**src/rtl/serial_regif_pkg.sv**
```systemverilog
// Shared widths, the mode-word layout and the bit positions of command and
// status, used by every part of the serial controller register interface.
package serial_regif_pkg;
    localparam int DW = 8;

    // Mode word, packed from bit 7 down to bit 0.
    typedef struct packed {
        logic [1:0] stop;
        logic       even;
        logic       par_en;
        logic [1:0] len;
        logic [1:0] baud;
    } mode_t;

    // Command bit positions.
    localparam int CB_TXEN = 0;
    localparam int CB_DTR  = 1;
    localparam int CB_RXEN = 2;
    localparam int CB_BRK  = 3;
    localparam int CB_ERST = 4;
    localparam int CB_RTS  = 5;
    localparam int CB_IRST = 6;

    // Status bit positions.
    localparam int SB_TXRDY = 0;
    localparam int SB_RXRDY = 1;
    localparam int SB_TXEMP = 2;
    localparam int SB_PE    = 3;
    localparam int SB_OE    = 4;
    localparam int SB_FE    = 5;
    localparam int SB_ZERO  = 6;
    localparam int SB_DSR   = 7;
endpackage

```
**src/rtl/regif_decode.sv**
```systemverilog
// Turns chip select, address and strobes into per-port access pulses.
// Assumes rd and wr are single-cycle strobes and are never high together.
module regif_decode (
    input  logic cs,
    input  logic addr,
    input  logic rd,
    input  logic wr,
    output logic data_wr,
    output logic data_rd,
    output logic ctl_wr
);
    // Qualify each strobe with chip select and the port address.
    always_comb begin
        data_wr = cs && wr && !addr;
        data_rd = cs && rd && !addr;
        ctl_wr  = cs && wr &&  addr;
    end
endmodule

```
**src/rtl/regif_ctl_seq.sv**
```systemverilog
// Mode/command sequencer for the shared control address. It holds the mode
// word and the persistent command bits. It also produces single-cycle pulses
// for the internal reset and the error reset. Assumes ctl_wr is a
// single-cycle pulse.
module regif_ctl_seq
    import serial_regif_pkg::*;
(
    input  logic          clk,
    input  logic          rst_n,
    input  logic          ctl_wr,
    input  logic [DW-1:0] wdata,
    output mode_t         mode_q,
    output logic          tx_en,
    output logic          rx_en,
    output logic          brk,
    output logic          dtr,
    output logic          rts,
    output logic          soft_rst,
    output logic          err_clr
);
    logic expect_mode;
    logic cmd_wr;

    // Command write and its single-cycle side effects.
    always_comb begin
        cmd_wr   = ctl_wr && !expect_mode;
        soft_rst = cmd_wr && wdata[CB_IRST];
        err_clr  = cmd_wr && wdata[CB_ERST];
    end

    // Sequence the shared address: first write is mode, then commands.
    always_ff @(posedge clk) begin
        if (!rst_n || soft_rst) begin
            expect_mode <= 1'b1;
            mode_q      <= '0;
            tx_en       <= 1'b0;
            rx_en       <= 1'b0;
            brk         <= 1'b0;
            dtr         <= 1'b0;
            rts         <= 1'b0;
        end else if (ctl_wr && expect_mode) begin
            mode_q      <= mode_t'(wdata);
            expect_mode <= 1'b0;
        end else if (cmd_wr) begin
            tx_en <= wdata[CB_TXEN];
            rx_en <= wdata[CB_RXEN];
            brk   <= wdata[CB_BRK];
            dtr   <= wdata[CB_DTR];
            rts   <= wdata[CB_RTS];
        end
    end

    // a command write without internal reset keeps the mode word.
    a_r2_mode_held: assert property (@(posedge clk) disable iff (!rst_n)
        (cmd_wr && !wdata[CB_IRST]) |=> $stable(mode_q));

    // an internal reset leaves everything cleared and awaiting a mode word.
    a_r4_soft_reset: assert property (@(posedge clk) disable iff (!rst_n)
        soft_rst |=> (expect_mode && mode_q == '0 && !tx_en && !rx_en
                      && !brk && !dtr && !rts));
endmodule

```
**src/rtl/regif_txhold.sv**
```systemverilog
// Transmit holding register. It accepts a character only while empty and
// frees itself when the transmitter takes the character. Assumes tx_take is
// raised only while the register is full.
module regif_txhold
    import serial_regif_pkg::*;
(
    input  logic          clk,
    input  logic          rst_n,
    input  logic          soft_rst,
    input  logic          data_wr,
    input  logic [DW-1:0] wdata,
    input  logic          tx_take,
    output logic [DW-1:0] hold_q,
    output logic          full_q
);
    // Load when empty, release on take, and ignore writes while full.
    always_ff @(posedge clk) begin
        if (!rst_n || soft_rst) begin
            hold_q <= '0;
            full_q <= 1'b0;
        end else if (data_wr && !full_q) begin
            hold_q <= wdata;
            full_q <= 1'b1;
        end else if (tx_take) begin
            full_q <= 1'b0;
        end
    end

    // a write into an occupied register leaves the character intact.
    a_r13_hold_kept: assert property (@(posedge clk) disable iff (!rst_n)
        (full_q && data_wr && !soft_rst) |=> $stable(hold_q));

    // a take empties the register.
    a_r12_take_frees: assert property (@(posedge clk) disable iff (!rst_n)
        (full_q && tx_take) |=> !full_q);
endmodule

```
**src/rtl/regif_rxstat.sv**
```systemverilog
// Receive buffer with its ready flag and the sticky parity, overrun and
// framing flags. Assumes rx_valid is a single-cycle pulse with its error
// qualifiers valid in the same cycle.
module regif_rxstat
    import serial_regif_pkg::*;
(
    input  logic          clk,
    input  logic          rst_n,
    input  logic          soft_rst,
    input  logic          rx_en,
    input  logic          rx_valid,
    input  logic [DW-1:0] rx_char,
    input  logic          rx_perr,
    input  logic          rx_ferr,
    input  logic          data_rd,
    input  logic          err_clr,
    output logic [DW-1:0] buf_q,
    output logic          rdy_q,
    output logic          pe_q,
    output logic          oe_q,
    output logic          fe_q
);
    logic rx_load;

    // A character is accepted only while the receiver is enabled.
    always_comb rx_load = rx_valid && rx_en;

    // Update the buffer, ready flag and sticky error flags.
    always_ff @(posedge clk) begin
        if (!rst_n || soft_rst) begin
            buf_q <= '0;
            rdy_q <= 1'b0;
            pe_q  <= 1'b0;
            oe_q  <= 1'b0;
            fe_q  <= 1'b0;
        end else begin
            if (rx_load)
                buf_q <= rx_char;
            rdy_q <= rx_load ? 1'b1 : (data_rd ? 1'b0 : rdy_q);
            pe_q  <= (err_clr ? 1'b0 : pe_q) | (rx_load && rx_perr);
            fe_q  <= (err_clr ? 1'b0 : fe_q) | (rx_load && rx_ferr);
            oe_q  <= (err_clr ? 1'b0 : oe_q) | (rx_load && rdy_q && !data_rd);
        end
    end

    // a data read with no new character drops the ready flag.
    a_r7_read_clears: assert property (@(posedge clk) disable iff (!rst_n)
        (data_rd && !rx_load) |=> !rdy_q);

    // a character arriving on a full, unread buffer raises overrun.
    a_r9_overrun_sets: assert property (@(posedge clk) disable iff (!rst_n)
        (rx_load && rdy_q && !data_rd && !soft_rst) |=> oe_q);

    // an error reset with no new character clears all three flags.
    a_r10_err_clear: assert property (@(posedge clk) disable iff (!rst_n)
        (err_clr && !rx_load) |=> (!pe_q && !oe_q && !fe_q));
endmodule

```
**src/rtl/regif_sync.sv**
```systemverilog
// Multi-flop synchronizer for one asynchronous level. It resets to RST_VAL.
// Assumes STAGES is at least 2.
module regif_sync #(
    parameter int   STAGES  = 2,
    parameter logic RST_VAL = 1'b1
) (
    input  logic clk,
    input  logic rst_n,
    input  logic d,
    output logic q
);
    logic [STAGES-1:0] chain;

    // Shift the level through the flop chain.
    always_ff @(posedge clk) begin
        if (!rst_n)
            chain <= {STAGES{RST_VAL}};
        else
            chain <= {chain[STAGES-2:0], d};
    end

    always_comb q = chain[STAGES-1];
endmodule

```
**src/rtl/serial_ctrl_regif.sv**
```systemverilog
// Host-side register interface of an asynchronous serial controller.
// It decodes data and control/status ports and sequences mode and command
// words. It holds the transmit character and the receive status, and drives
// the enables and active-low modem lines. Assumes single-cycle rd/wr strobes.
module serial_ctrl_regif
    import serial_regif_pkg::*;
#(
    parameter int DSR_SYNC_STAGES = 2
) (
    input  logic          clk,
    input  logic          rst_n,
    input  logic          cs,
    input  logic          addr,
    input  logic          rd,
    input  logic          wr,
    input  logic [DW-1:0] wdata,
    output logic [DW-1:0] rdata,
    output logic          rx_read,
    input  logic          rx_valid,
    input  logic [DW-1:0] rx_char,
    input  logic          rx_perr,
    input  logic          rx_ferr,
    output logic [DW-1:0] tx_data,
    output logic          tx_full,
    input  logic          tx_take,
    input  logic          tx_idle,
    input  logic          dsr_n,
    output logic          tx_en,
    output logic          rx_en,
    output logic          tx_break,
    output logic          dtr_n,
    output logic          rts_n,
    output logic [1:0]    baud_fac,
    output logic [1:0]    char_len,
    output logic          par_en,
    output logic          par_even,
    output logic [1:0]    stop_sel
);
    logic          data_wr, data_rd, ctl_wr;
    logic          soft_rst, err_clr;
    logic          dtr, rts;
    mode_t         mode_q;
    logic [DW-1:0] rx_buf;
    logic          rx_rdy, pe, oe, fe;
    logic          dsr_n_s;
    logic [DW-1:0] status;

    regif_decode u_dec (
        .cs(cs), .addr(addr), .rd(rd), .wr(wr),
        .data_wr(data_wr), .data_rd(data_rd), .ctl_wr(ctl_wr)
    );

    regif_ctl_seq u_seq (
        .clk(clk), .rst_n(rst_n), .ctl_wr(ctl_wr), .wdata(wdata),
        .mode_q(mode_q), .tx_en(tx_en), .rx_en(rx_en), .brk(tx_break),
        .dtr(dtr), .rts(rts), .soft_rst(soft_rst), .err_clr(err_clr)
    );

    regif_txhold u_tx (
        .clk(clk), .rst_n(rst_n), .soft_rst(soft_rst), .data_wr(data_wr),
        .wdata(wdata), .tx_take(tx_take), .hold_q(tx_data), .full_q(tx_full)
    );

    regif_rxstat u_rx (
        .clk(clk), .rst_n(rst_n), .soft_rst(soft_rst), .rx_en(rx_en),
        .rx_valid(rx_valid), .rx_char(rx_char), .rx_perr(rx_perr),
        .rx_ferr(rx_ferr), .data_rd(data_rd), .err_clr(err_clr),
        .buf_q(rx_buf), .rdy_q(rx_rdy), .pe_q(pe), .oe_q(oe), .fe_q(fe)
    );

    regif_sync #(.STAGES(DSR_SYNC_STAGES), .RST_VAL(1'b1)) u_dsr (
        .clk(clk), .rst_n(rst_n), .d(dsr_n), .q(dsr_n_s)
    );

    // Assemble status, select read data and export configuration.
    always_comb begin
        status           = '0;
        status[SB_TXRDY] = !tx_full;
        status[SB_RXRDY] = rx_rdy;
        status[SB_TXEMP] = !tx_full && tx_idle;
        status[SB_PE]    = pe;
        status[SB_OE]    = oe;
        status[SB_FE]    = fe;
        status[SB_ZERO]  = 1'b0;
        status[SB_DSR]   = !dsr_n_s;
        rdata            = addr ? status : rx_buf;
        rx_read          = data_rd;
        dtr_n            = !dtr;
        rts_n            = !rts;
        baud_fac         = mode_q.baud;
        char_len         = mode_q.len;
        par_en           = mode_q.par_en;
        par_even         = mode_q.even;
        stop_sel         = mode_q.stop;
    end
endmodule

```
**config.mk**
```make
export PLATFORM = sky130hd
export DESIGN_NAME = serial_ctrl_regif
export DESIGN_NICKNAME = d
export VERILOG_FILES = /design/src/rtl/serial_regif_pkg.sv /design/src/rtl/regif_decode.sv /design/src/rtl/regif_ctl_seq.sv /design/src/rtl/regif_txhold.sv /design/src/rtl/regif_rxstat.sv /design/src/rtl/regif_sync.sv /design/src/rtl/serial_ctrl_regif.sv
export SDC_FILE = /design/constraint.sdc
export NUM_CORES = 1
export LEC_CHECK = 0
export BUFFER_PORTS_ARGS = -buffer_cell sky130_fd_sc_hd__buf_2
export CAP_MARGIN = 20
export CORE_AREA = 10 10 67 69
export CTS_CLUSTER_DIAMETER = 60
export DETAILED_ROUTE_END_ITERATION = 10
export DIE_AREA = 0 0 77 79
export GPL_TIMING_DRIVEN = 0
export PLACE_DENSITY = 0.77
export SLEW_MARGIN = 20
export SYNTH_ARGS = -nofsm -noshare
export SYNTH_HDL_FRONTEND = slang
export SYNTH_SLANG_ARGS = --single-unit
```
**constraint.sdc**
```tcl
create_clock -name clk -period 1.5 [get_ports clk]
set_input_delay 0.3 -clock clk [delete_from_list [all_inputs] [get_ports clk]]
set_output_delay 0.3 -clock clk [all_outputs]
set_load 0.01 [all_outputs]
```
After elaboration in Yosys (flattened, before gate mapping). Cells that the tools add are included.

Register bits after elaboration: 37. Bits in latches: 0. Bits in writable memories: 0. Bits in read-only memories: 0. Bits of input ports: 28. Output and inout bits: 31. Word-level logic and storage cells: 59. Memories kept: 0.

Add/subtract/negate cells: 0. Multiply operators: 0. Div/mod/pow operators: 0. Order comparisons: 0. Equal/unequal tests: 0. Shift operators: 0. Multiplexer cells: 8. Bitwise logic cells: 4. Reductions and logical operators: 28.

Operators with widths (count): 1-bit logical AND (16); 1-bit zero test (8); 8-bit two-way mux (1); 1-bit two-way mux (7); 2-bit nonzero test (2); 1-bit OR (3); 2-bit AND reduction (1); 1-bit logical OR (1); 1-bit NOT (1).

Longest topological paths before layout.
Depth in word-level cells: 6. Mapped depth: 6. Gate-level depth less buffers: 3.

By module. A second synthesis with hierarchy kept.

Cells, all modules: 180. Area, all modules: 1631.6 um^2.

Modules (own cells, without submodules): regif_ctl_seq (instances 1, cells an instance 63, area an instance 550.5 um^2, seq. area each 280.3 um^2); regif_rxstat (instances 1, cells an instance 54, area an instance 550.5 um^2, seq. area each 240.2 um^2); regif_txhold (instances 1, cells an instance 41, area an instance 324.1 um^2, seq. area each 180.2 um^2); serial_ctrl_regif (instances 1, cells an instance 15, area an instance 128.9 um^2, seq. area each 0.0 um^2); regif_sync (instances 1, cells an instance 4, area an instance 52.6 um^2, seq. area each 40.0 um^2); regif_decode (instances 1, cells an instance 3, area an instance 25.0 um^2, seq. area each 0.0 um^2).

Worst setup path before layout. No wires, ideal clock.

Path type: input to output. From: input addr. To: output rdata[1]. Arrival: 966 ps. Required time: 1200 ps. Slack: 234 ps. Stages: 3. Buffers on the path: 2. Path through: buf_4 buf_2 mux2_2.

Word-level cells in the longest chain between the ends: 1.

Ends and longest elaborated chain: from (decl) (RTL line serial_ctrl_regif.sv:13) `input logic addr,`; 8-bit two-way mux (RTL line serial_ctrl_regif.sv:86) `rdata = addr ? status : rx_buf;`; to (decl) (RTL line serial_ctrl_regif.sv:17) `output logic [DW-1:0] rdata,`.

No other way between the ends.

Final worst setup path.
From: input addr. To: output rdata[5].

Same word-level chain as after synthesis.

==> metrics.md <==
| Metric | Value |
|---|---|
| Area growth, synth to finish | `26.62%` |
| Final net count | `264` |
| Post-synthesis sequential area ratio | `0.5034` |
| Final hold violation count | `0` |
| Top Metal Used | `met4` |
| Top cell type by total area after synthesis | `dfxtp_1` |
| Area of the core | `3232 sq um` |
| Post-DRT Antenna Nets | `0` |
| CTS H-tree depth | `2` |
| Final Skew | `0.01139 ns` |
| Hold Crit Depth | `2` |
| Post-Layout Cell Count | `283` |
| Setup TNS | `0 ns` |
| Worst reg-to-reg setup slack | `0.15 ns` |
| Sink Count | `37` |
| Routed wire length | `between 3 and 4 mm` |
| Max incr delay on CP | `0.36 ns` |
| Crit. End Element | `output pin` |
| Worst-Skew Late Latency | `between 0.3 and 0.4 ns` |
| Initial antenna violation count | `0` |
| Fin crit period | `1.457 ns` |
| Unique masters post-synth | `25` |
| PwrDens | `900.3 nW/um^2` |
| Worst R2R Start | `u_seq.expect_mode` |
| CTS Buf Count | `5` |
| First-pass GRT wire length | `around 6.4 mm` |
| Met3 WL | `241 um` |
| Setup ws final | `0.04253 ns` |
| Combinational Power Share | `0.105` |
| Wire length on met2 | `roughly 2.0 mm` |
| Sw Share | `0.2444` |
| Via count | `1,346` |
| CTS tree | `yes` |
| Cell area after synthesis | `1471 sq um` |
| Hold-fix buffers at CTS | `0` |
| Yosys top cell area share | `0.5034` |
| Overall Power | `1.677 mW` |
| Slowest-stage cell, CP | `mux2_2` |
| Dpl cell area | `1814 sq um` |
| Share of layout cells above drive strength 1 | `0.3418` |
| Actual slew at the worst max-slew pin | `0.4513 ns` |
| Placer Congestion | `0.7552` |
| R2R cell count | `5` |
| Fin crit share | `0.9716` |
| # Post-CTS Setup Buffers | `0` |
| DP Cell Count | `275` |
| Largest net degree at the start of global routing | `11` |
| Worst path arrival time | `roughly 1.2 ns` |
| Fin util | `0.5765` |
| Hold Path Class | `in -> reg` |
| Via density | `4.756` |
| DRC Markers | `0` |
| FFs w/ async S/R, synth | `0` |
| Fmax | `about 0.69 GHz` |
| Delay-heaviest family, CP | `buffers and inverters` |
| Reg area | `between 700 and 800 sq um` |
| Post-synth EDFFs | `0` |
| Bufs on Longest Clock Path | `2` |
| Grt ovf | `0` |
| First DRT Iteration DRCs | `91` |
| Number of I/O pins | `just under 60` |
| Fin area | `approximately 1900 sq um` |
| Total iterations of the first detailed-routing run | `4` |
| Mapped Nets | `200` |
| RSZ-0062 raised after global routing | `no` |
| Core Rows | `21` |
| P_int | `1.267 mW` |
| Per-cell routed wire length | `14.05 um` |
| Sequential share of power | `0.604` |
| Area of the multi-input gates | `633.1 sq um` |
| PortBufs | `57` |
| Synth warn | `0` |
| Leakage | `0.8456 nW` |
| Max cap viols | `0` |
| Die X | `77 um` |
| DRT met1 WL | `1.700 mm` |
| Die height | `79 um` |
| Clock share of power | `0.291` |
| WHS | `0.1493 ns` |
| Register bit total from synthesis | `37` |
| Crit path top cell by count | `buf_2` |
| Synth Instances | `approximately 170` |
| Initial Util | `0.4553` |
| Die area | `6083 sq um` |
| Total GRT Usage | `0.1316` |
| Antenna cells | `0` |
| CTS Root Cell | `clkbuf_4` |
| Crit Reg-Reg Endpoint | `u_tx.full_q` |
| Sw Pwr | `0.4099 mW` |
| Crit Path Category | `in -> out` |
| VDD IR max | `713.6 uV` |
| Hpwl dp | `around 3 mm` |
| Most common cell in the netlist | `nand2_1` |
| Worst Hold End | `u_dsr.chain[0]` |
| Outcome | `complete, no violations` |
| Pre-CTS WS | `0.03077 ns` |
| Final Setup Violations | `0` |
| Hold Path Origin | `dsr_n` |
| Required @ worst endpoint | `1.20 ns` |
| Buffers and inverters on the worst path | `3` |
| Synth Flop Type | `dfxtp_1` |
| Synth cell count leaders | `51 x nand2_1, 37 x dfxtp_1, 28 x a21oi_1` |
| Worst-path fanout max | `10` |
| CP cell instances | `buf_4 > buf_2 > mux2_2 > buf_2` |
| CP startpoint kind | `input port` |
| Synth top area cells | `dfxtp_1 50%, nand2_1 13%, a21oi_1 9.5%` |
| Pins over their slew limit | `0` |
| FILL cells | `333` |
| Syn_area_per_cell | `8.555 sq um` |
| Vias in the first global route | `1,395` |
| Clk pin slew, worst setup/hold paths | `~0.090 ns` |
| Post_cts resized | `0` |
| Relative slew slack | `0.6991` |
[worst register-to-register path: cells and delay by family (launching register included)]
family	cells	cell delay [ns]
and+or+nand+nor	1	0.18
DFF	1	0.34
buffers and inverters	2	0.38
AOI/OAI and AO/OA	2	0.32
[power by group through the flow]
stage / Sequential [mW] / Combinational, mW / Clock [mW]
final: 1.01 / 0.177 / 0.488
after global placement: 1.03 / 0.176 / 0
after CTS: 1.01 / 0.179 / 0.499
after detailed placement: 1.04 / 0.178 / 0
after global routing: 1.02 / 0.197 / 0.547
after floorplan: 1.04 / 0.0823 / 0
[logic make-up after synthesis]
family / count (synthesis) / synth area share
compound gates: 37 / 0.1437
buf+inv: 16 / 0.06632
flops: 37 / 0.5034
mux: 9 / 0.06463
simple gates: 73 / 0.2219
[registers in the layout, summed over array words and instances (netlist names)]
register	cells
u_seq.dtr	1
u_tx.hold_q	8
u_rx.rdy_q	1
u_tx.full_q	1
u_seq.tx_en	1
u_seq.rts	1
u_dsr.chain	2
u_rx.buf_q	8
u_seq.expect_mode	1
u_seq.mode_q	8
u_seq.brk	1
u_seq.rx_en	1
u_rx.pe_q	1
u_rx.oe_q	1
u_rx.fe_q	1
[cell type report]
cell class / instances / share of cell area
Tap cell: 46 / 0.03089
Multi-Input combinational cell: 119 / 0.3398
Inverter: 6 / 0.01209
Buffer: 10 / 0.04030
Sequential cell: 37 / 0.3976
Clock buffer: 8 / 0.02619
Timing Repair Buffer: 57 / 0.1531
[worst max path at each step]
| stage | start | endpoint | slack (ns) | cells past startpoint |
|---|---|---|---|---|
| floorplan | addr | rdata[1] | 0.23 | 3 |
| global placement | addr | rdata[5] | 0.04 | 4 |
| detailed placement | addr | rdata[5] | 0.03 | 4 |
| CTS | addr | rdata[5] | 0.02 | 4 |
| global route | addr | rdata[1] | 0.003 | 4 |
| finish | addr | rdata[5] | 0.04 | 4 |
[cells in the final DEF, fill, tap and decap left out]
master	synthesis	layout
nand4_1	1	1
clkbuf_4	0	5
and4bb_2	1	1
nand3b_1	2	2
nand2b_1	3	3
buf_2	3	60
nand4bb_1	1	1
mux2i_1	5	5
a21oi_1	28	28
and4_2	1	1
nand2_1	51	51
nand4b_1	1	1
and2_1	1	1
mux2_2	4	4
nor2_1	8	8
o21ai_0	4	4
nand3_1	2	2
nor2b_1	1	1
a21oi_2	3	3
a21o_2	1	1
buf_6	4	4
buf_4	1	1
inv_1	6	6
o21ai_4	1	1
clkbuf_1	2	5
dfxtp_1	37	37
[metal layers]
metal  global-route usage  vias up
li1                     -      694
met1               0.1362      614
met2               0.2302       34
met3              0.05405        4
met4              0.06022        0
met5                    0        -
Note: power is estimated with default switching activity, not from simulation.
